`src/rtl/rtc_cal_pkg.sv`:
```
package rtc_cal_pkg;
    localparam int DW = 8;

    typedef enum logic [2:0] {
        F_SEC = 3'd0, F_MIN = 3'd1, F_HOUR = 3'd2, F_WDAY = 3'd3,
        F_MDAY = 3'd4, F_MON = 3'd5, F_YEAR = 3'd6, F_CENT = 3'd7
    } field_e;

    typedef struct packed {
        logic [DW-1:0] sec;
        logic [DW-1:0] min;
        logic [DW-1:0] hour;
        logic [DW-1:0] wday;
        logic [DW-1:0] mday;
        logic [DW-1:0] mon;
        logic [DW-1:0] year;
        logic [DW-1:0] cent;
    } cal_regs_t;

    // register contents -> binary count
    function automatic logic [DW-1:0] to_bin(input logic [DW-1:0] v, input logic bin);
        logic [DW-1:0] hi;
        logic [DW-1:0] lo;
        hi = {4'd0, v[7:4]};
        lo = {4'd0, v[3:0]};
        return bin ? v : (hi * 8'd10 + lo);
    endfunction

    // binary count (< 100) -> register contents
    function automatic logic [DW-1:0] enc(input logic [DW-1:0] b, input logic bin);
        logic [DW-1:0] t;
        logic [DW-1:0] u;
        t = b / 8'd10;
        u = b % 8'd10;
        return bin ? b : {t[3:0], u[3:0]};
    endfunction

    function automatic logic [DW-1:0] month_len(input logic [DW-1:0] m, input logic leap);
        case (m)
            8'd2:                    return leap ? 8'd29 : 8'd28;
            8'd4, 8'd6, 8'd9, 8'd11: return 8'd30;
            default:                 return 8'd31;
        endcase
    endfunction

    function automatic logic [DW-1:0] pick(input cal_regs_t r, input logic [2:0] s);
        case (field_e'(s))
            F_SEC:   return r.sec;
            F_MIN:   return r.min;
            F_HOUR:  return r.hour;
            F_WDAY:  return r.wday;
            F_MDAY:  return r.mday;
            F_MON:   return r.mon;
            F_YEAR:  return r.year;
            default: return r.cent;
        endcase
    endfunction
endpackage

```
`src/rtl/cal_step_unit.sv`:
```
module cal_step_unit
    import rtc_cal_pkg::*;
#(
    parameter logic [DW-1:0] LO = 8'd0
) (
    input  logic          en,
    input  logic          bin_mode,
    input  logic [DW-1:0] cur,
    input  logic [DW-1:0] hi,
    output logic [DW-1:0] nxt,
    output logic          carry
);
    logic [DW-1:0] b;
    logic          at_top;

    always_comb begin
        b      = to_bin(cur, bin_mode);
        at_top = (b >= hi);
        carry  = en && at_top;
        if (!en)
            nxt = cur;
        else if (at_top)
            nxt = enc(LO, bin_mode);
        else
            nxt = enc(b + 8'd1, bin_mode);
    end
endmodule

```
`src/rtl/cal_hour_unit.sv`:
```
module cal_hour_unit
    import rtc_cal_pkg::*;
(
    input  logic          en,
    input  logic          bin_mode,
    input  logic          fmt_24h,
    input  logic [DW-1:0] cur,
    output logic [DW-1:0] nxt,
    output logic          carry
);
    logic [DW-1:0] h12;
    logic [DW-1:0] h24;
    logic [DW-1:0] h24n;
    logic [DW-1:0] h12n;

    always_comb begin
        h12 = to_bin({1'b0, cur[6:0]}, bin_mode);
        if (fmt_24h)
            h24 = to_bin(cur, bin_mode);
        else
            h24 = (h12 % 8'd12) + (cur[7] ? 8'd12 : 8'd0);
        carry = en && (h24 >= 8'd23);
        h24n  = (h24 >= 8'd23) ? 8'd0 : h24 + 8'd1;
        h12n  = ((h24n % 8'd12) == 8'd0) ? 8'd12 : (h24n % 8'd12);
        if (!en)
            nxt = cur;
        else if (fmt_24h)
            nxt = enc(h24n, bin_mode);
        else
            nxt = {(h24n >= 8'd12), enc(h12n, bin_mode)[6:0]};
    end
endmodule

```
`src/rtl/cal_counter.sv`:
```
module cal_counter
    import rtc_cal_pkg::*;
#(
    parameter logic [DW-1:0] RST_WDAY = 8'h03,
    parameter logic [DW-1:0] RST_YEAR = 8'h80,
    parameter logic [DW-1:0] RST_CENT = 8'h19,
    parameter logic [DW-1:0] CENT_LOAD = 8'd20
) (
    input  logic          clk,
    input  logic          rst,
    input  logic          upd_stb,
    input  logic          bin_mode,
    input  logic          fmt_24h,
    input  logic          wr_en,
    input  logic [2:0]    wr_sel,
    input  logic [DW-1:0] wr_data,
    output logic [DW-1:0] sec_q,
    output logic [DW-1:0] min_q,
    output logic [DW-1:0] hour_q,
    output logic [DW-1:0] wday_q,
    output logic [DW-1:0] mday_q,
    output logic [DW-1:0] mon_q,
    output logic [DW-1:0] year_q,
    output logic [DW-1:0] cent_q
);
    cal_regs_t r_q, r_n;
    logic c_sec, c_min, c_hour, c_wday, c_mday, c_mon, c_year;
    logic [DW-1:0] mlen;
    logic [DW-1:0] year_b;
    logic [DW-1:0] cent_ld;

    assign year_b = to_bin(r_q.year, bin_mode);
    assign mlen   = month_len(to_bin(r_q.mon, bin_mode), (year_b[1:0] == 2'b00));

    cal_step_unit #(.LO(8'd0)) u_sec (.en(upd_stb), .bin_mode(bin_mode), .cur(r_q.sec),
        .hi(8'd59), .nxt(r_n.sec), .carry(c_sec));
    cal_step_unit #(.LO(8'd0)) u_min (.en(c_sec), .bin_mode(bin_mode), .cur(r_q.min),
        .hi(8'd59), .nxt(r_n.min), .carry(c_min));
    cal_hour_unit u_hour (.en(c_min), .bin_mode(bin_mode), .fmt_24h(fmt_24h),
        .cur(r_q.hour), .nxt(r_n.hour), .carry(c_hour));
    cal_step_unit #(.LO(8'd1)) u_wday (.en(c_hour), .bin_mode(bin_mode), .cur(r_q.wday),
        .hi(8'd7), .nxt(r_n.wday), .carry(c_wday));
    cal_step_unit #(.LO(8'd1)) u_mday (.en(c_hour), .bin_mode(bin_mode), .cur(r_q.mday),
        .hi(mlen), .nxt(r_n.mday), .carry(c_mday));
    cal_step_unit #(.LO(8'd1)) u_mon (.en(c_mday), .bin_mode(bin_mode), .cur(r_q.mon),
        .hi(8'd12), .nxt(r_n.mon), .carry(c_mon));
    cal_step_unit #(.LO(8'd0)) u_year (.en(c_mon), .bin_mode(bin_mode), .cur(r_q.year),
        .hi(8'd99), .nxt(r_n.year), .carry(c_year));

    assign cent_ld = enc(CENT_LOAD, bin_mode);
    assign r_n.cent = c_year ? {r_q.cent[7], cent_ld[6:0]} : r_q.cent;

    always_ff @(posedge clk) begin
        if (rst) begin
            r_q <= '{sec: 8'h00, min: 8'h00, hour: 8'h00, wday: RST_WDAY,
                     mday: 8'h01, mon: 8'h01, year: RST_YEAR, cent: RST_CENT};
        end else if (wr_en) begin
            case (field_e'(wr_sel))
                F_SEC:   r_q.sec  <= wr_data;
                F_MIN:   r_q.min  <= wr_data;
                F_HOUR:  r_q.hour <= wr_data;
                F_WDAY:  r_q.wday <= wr_data;
                F_MDAY:  r_q.mday <= wr_data;
                F_MON:   r_q.mon  <= wr_data;
                F_YEAR:  r_q.year <= wr_data;
                default: r_q.cent <= wr_data;
            endcase
        end else if (upd_stb) begin
            r_q <= r_n;
        end
    end

    assign sec_q  = r_q.sec;
    assign min_q  = r_q.min;
    assign hour_q = r_q.hour;
    assign wday_q = r_q.wday;
    assign mday_q = r_q.mday;
    assign mon_q  = r_q.mon;
    assign year_q = r_q.year;
    assign cent_q = r_q.cent;

    // idle cycles leave every register untouched
    a_r11_idle_hold: assert property (@(posedge clk) disable iff (rst)
        (!upd_stb && !wr_en) |=> $stable(r_q));
    // written value lands in the selected register
    a_r10_write_lands: assert property (@(posedge clk) disable iff (rst)
        wr_en |=> (pick(r_q, $past(wr_sel)) == $past(wr_data)));
    // century bit 7 is never altered by counting
    a_r9_cent_msb_kept: assert property (@(posedge clk) disable iff (rst)
        !wr_en |=> (cent_q[7] == $past(cent_q[7])));
    // every accepted strobe changes the seconds register
    a_r2_sec_moves: assert property (@(posedge clk) disable iff (rst)
        (upd_stb && !wr_en) |=> (sec_q != $past(sec_q)));
    // a weekday inside 1..7 stays inside 1..7
    a_r6_wday_range: assert property (@(posedge clk) disable iff (rst)
        (upd_stb && !wr_en && wday_q >= 8'd1 && wday_q <= 8'd7)
        |=> (wday_q >= 8'd1 && wday_q <= 8'd7));
endmodule

```
`config.mk`:
```
export PLATFORM = sky130hd
export DESIGN_NAME = cal_counter
export DESIGN_NICKNAME = d
export VERILOG_FILES = /design/src/rtl/rtc_cal_pkg.sv /design/src/rtl/cal_step_unit.sv /design/src/rtl/cal_hour_unit.sv /design/src/rtl/cal_counter.sv
export SDC_FILE = /design/constraint.sdc
export NUM_CORES = 1
export LEC_CHECK = 0
export BUFFER_PORTS_ARGS = -buffer_cell sky130_fd_sc_hd__buf_2
export CORE_ASPECT_RATIO = 0.8
export CORE_MARGIN = 2
export CORE_UTILIZATION = 31
export CTS_BUF_LIST = sky130_fd_sc_hd__clkbuf_2
export DETAILED_ROUTE_END_ITERATION = 8
export MAX_ROUTING_LAYER = met4
export PLACE_DENSITY = 0.48
export REMOVE_ABC_BUFFERS = 1
export SLEW_MARGIN = 20
export SYNTH_ARGS = -nofsm -noshare
export SYNTH_HDL_FRONTEND = slang
export SYNTH_SLANG_ARGS = --single-unit
```
`constraint.sdc`:
```
create_clock -name clk -period 8.2 [get_ports clk]
set_input_delay 1.23 -clock clk [delete_from_list [all_inputs] [get_ports clk]]
set_output_delay 1.23 -clock clk [all_outputs]
set_load 0.01 [all_outputs]
```
==> metrics.yaml <==
wire_per_inst_um: 18.3
synth_edf_count: 0
end_kind: "flop"
routabilityCongestion: 0.901
ys_warn_count: 0
cts_setup_buffers: 0
setup_violations: 0
drtAntennaViolNets: 0
powerDensity_nw_per_um2: 103
slew-limit-headroom_pct: 34.6
clk_pin_slew_ns: 0.21
antenna_found_initial: 4
drive_above_1_share_pct: 11.8
pin_count: 81
synthToLayoutAreaGrowth_pct: 7.08
yosys.area.top_type_share_pct: 10.2
cts_tree: "yes"
synthTopCellsByArea: "dfxtp_1 10%, ha_1 9.0%, nor2_1 4.9%, nand2_1 4.3%, a21oi_1 4.2%"
start_kind: "flop"
first_pass_iters: 6
final_max_slew_viol_count: 0
row_count: 66
holdWs_ns: 0.499
rsz0062_at_grt: "false"
drc_errors: 0
vias: 13400
finalSetupTns_ns: 0
critical_path_class: "reg -> reg"
worstMarginPinSlew_ns: 0.974
fin_crit_sh_pct: 89.1
dieArea_um2: 42300
clockRootBuffer: "clkbuf_2"
hold_viol_final: 0
postSynthCellCount: 1710
peakVddDrop_mv: 0.0631
grt_pass1_vias: 12200
avgSynthCellArea_um2: 7.36
via_per_inst: 5.89
period_needed_ns: 7.30
wl_um: 41800
seq_area_frac_synth_pct: 10.2
clock_path_buffers: 2
path_max_fanout: 13
numCtsBuffers: 9
coreArea_um2: 40400
grt_usage_pct: 19.8
finClkSkew_ns: 0.0481
synth_common_cells: "165 x nor2_1, 144 x nand2_1, 105 x a21oi_1, 91 x ha_1, 83 x o21ai_0"
cts-resized-gates: 0
dieHeight_um: 184
ys_types: 119
gr-total-overflow: 0
cts_max_level: 3
p_leak_nw: 5.32
synth_top_area_cell: "dfxtp_1"
drt_first_iter_violations: 1066
fmax_mhz: 137
outcome: "finished clean"
die_w_um: 229
clk_latency_ns: 0.55
postCtsHoldBufs: 0
hold_path_class: "reg -> reg"
synth_top_flop_cell: "dfxtp_1"
dp_hpwl_um: 32200
post-route-util_pct: 33.4
fin_nets: 1850
io_buffers: 80
netlist_area_um2: 12600
grt_pass1_wl_um: 67200
yosys_register_bits: 64
cts_sinks: 64
ys_async_sr_fraction_pct: 0
required_ns: 8.62
synth_most_common_cell: "nor2_1"
start_util_pct: 31.2
drv_cap: 0
grt_max_degree: 67
cp.arrival_ns: 7.73
-- cell families after synthesis --
group,after synthesis,synth area share (%)
xor+xnor,76,5.47
flops,64,10.2
mux,51,4.30
buf+inv,133,4.90
simple gates,685,28.4
fa+ha+maj,112,11.9
compound gates,589,34.9
-- sequential cells by signal, summed over array words and instances, names as in the netlist --
| name | flops |
|---|---|
| mday_q | 8 |
| hour_q | 8 |
| sec_q | 8 |
| min_q | 8 |
| mon_q | 8 |
| wday_q | 8 |
| cent_q | 8 |
| year_q | 8 |
-- final cells by class --
class	instances	area, um^2
Fill cell	4284	26900
Multi-Input combinational cell	1513	10700
Inverter	43	161
Antenna cell	3	7.51
Tap cell	544	681
Sequential cell	64	1280
Clock inverter	7	86.3
Timing Repair Buffer	96	523
Clock buffer	9	45.0
-- placed cells by master (no fill, tap or decap), types with 29 or more instances in the layout --
| master | synthesis | layout |
|---|---|---|
| a211oi_1 | 34 | 34 |
| a21oi_1 | 105 | 105 |
| and3_1 | 29 | 29 |
| buf_2 | 18 | 79 |
| dfxtp_1 | 64 | 64 |
| ha_1 | 91 | 91 |
| inv_1 | 40 | 40 |
| nand2_1 | 144 | 144 |
| nand2b_1 | 29 | 29 |
| nand3_1 | 58 | 58 |
| nor2_1 | 165 | 165 |
| nor3_1 | 64 | 64 |
| o211ai_1 | 42 | 42 |
| o21ai_0 | 83 | 83 |
| xnor2_1 | 46 | 46 |
-- worst max-delay path, cell delays in order (launching register included) --
cell	delay, ns
dfxtp_1	0.60
ha_1	0.31
ha_1	0.25
a211oi_1	0.65
or3_1	0.24
a2bb2oi_1	0.36
and3_1	0.21
nor3_1	0.04
a31oi_1	0.26
ha_1	0.30
nor3b_1	0.32
nor2_1	0.12
xnor2_1	0.15
ha_1	0.21
fa_1	0.43
and3_1	0.17
o2111a_1	0.25
a211oi_2	0.32
mux2_2	0.42
or2_1	0.38
nor2_1	0.28
a32oi_1	0.09
ha_1	0.25
a21o_1	0.15
a21oi_1	0.13
o2111ai_1	0.13
o311a_1	0.18
-- report_power, final --
part	internal (mW)	switching, mW
Combinational	0.301	0.501
Clock	0.0982	0.133
Sequential	0.326	0.0332
-- worst paths after layout --
kind / start / endpoint / slack (ns) / depth (start not counted)
hold / removal: cent_q[2]$_SDFFE_PP0P_ / cent_q[2]$_SDFFE_PP0P_ / 0.50 / 2
setup / recovery: hour_q[6]$_SDFFE_PP0P_ / hour_q[3]$_SDFFE_PP0P_ / 0.90 / 26
hold reg to reg: cent_q[2]$_SDFFE_PP0P_ / cent_q[2]$_SDFFE_PP0P_ / 0.50 / 2
setup reg to reg: hour_q[6]$_SDFFE_PP0P_ / hour_q[3]$_SDFFE_PP0P_ / 0.90 / 26
-- per-stage QoR --
step	area, um^2	worst slack (ns)	instances	total power [mW]
2_1_floorplan	12100	1.54	1620	0.938
3_3_place_gp	13300	1.14	2260	1.16
3_5_place_dp	13300	0.983	2260	1.16
4_1_cts	13500	0.967	2276	1.39
5_1_grt	13500	0.402	2279	1.51
6_report	13500	0.895	2279	1.39
-- routing by layer --
layer	vias up	global-route usage, %	wire length [um]
li1	6638	-	-
met1	6407	28.4	21000
met2	355	30.6	18600
met3	27	1.98	1830
met4	0	2.91	376
met5	-	-	0
Note: power is estimated with default switching activity, not from simulation.
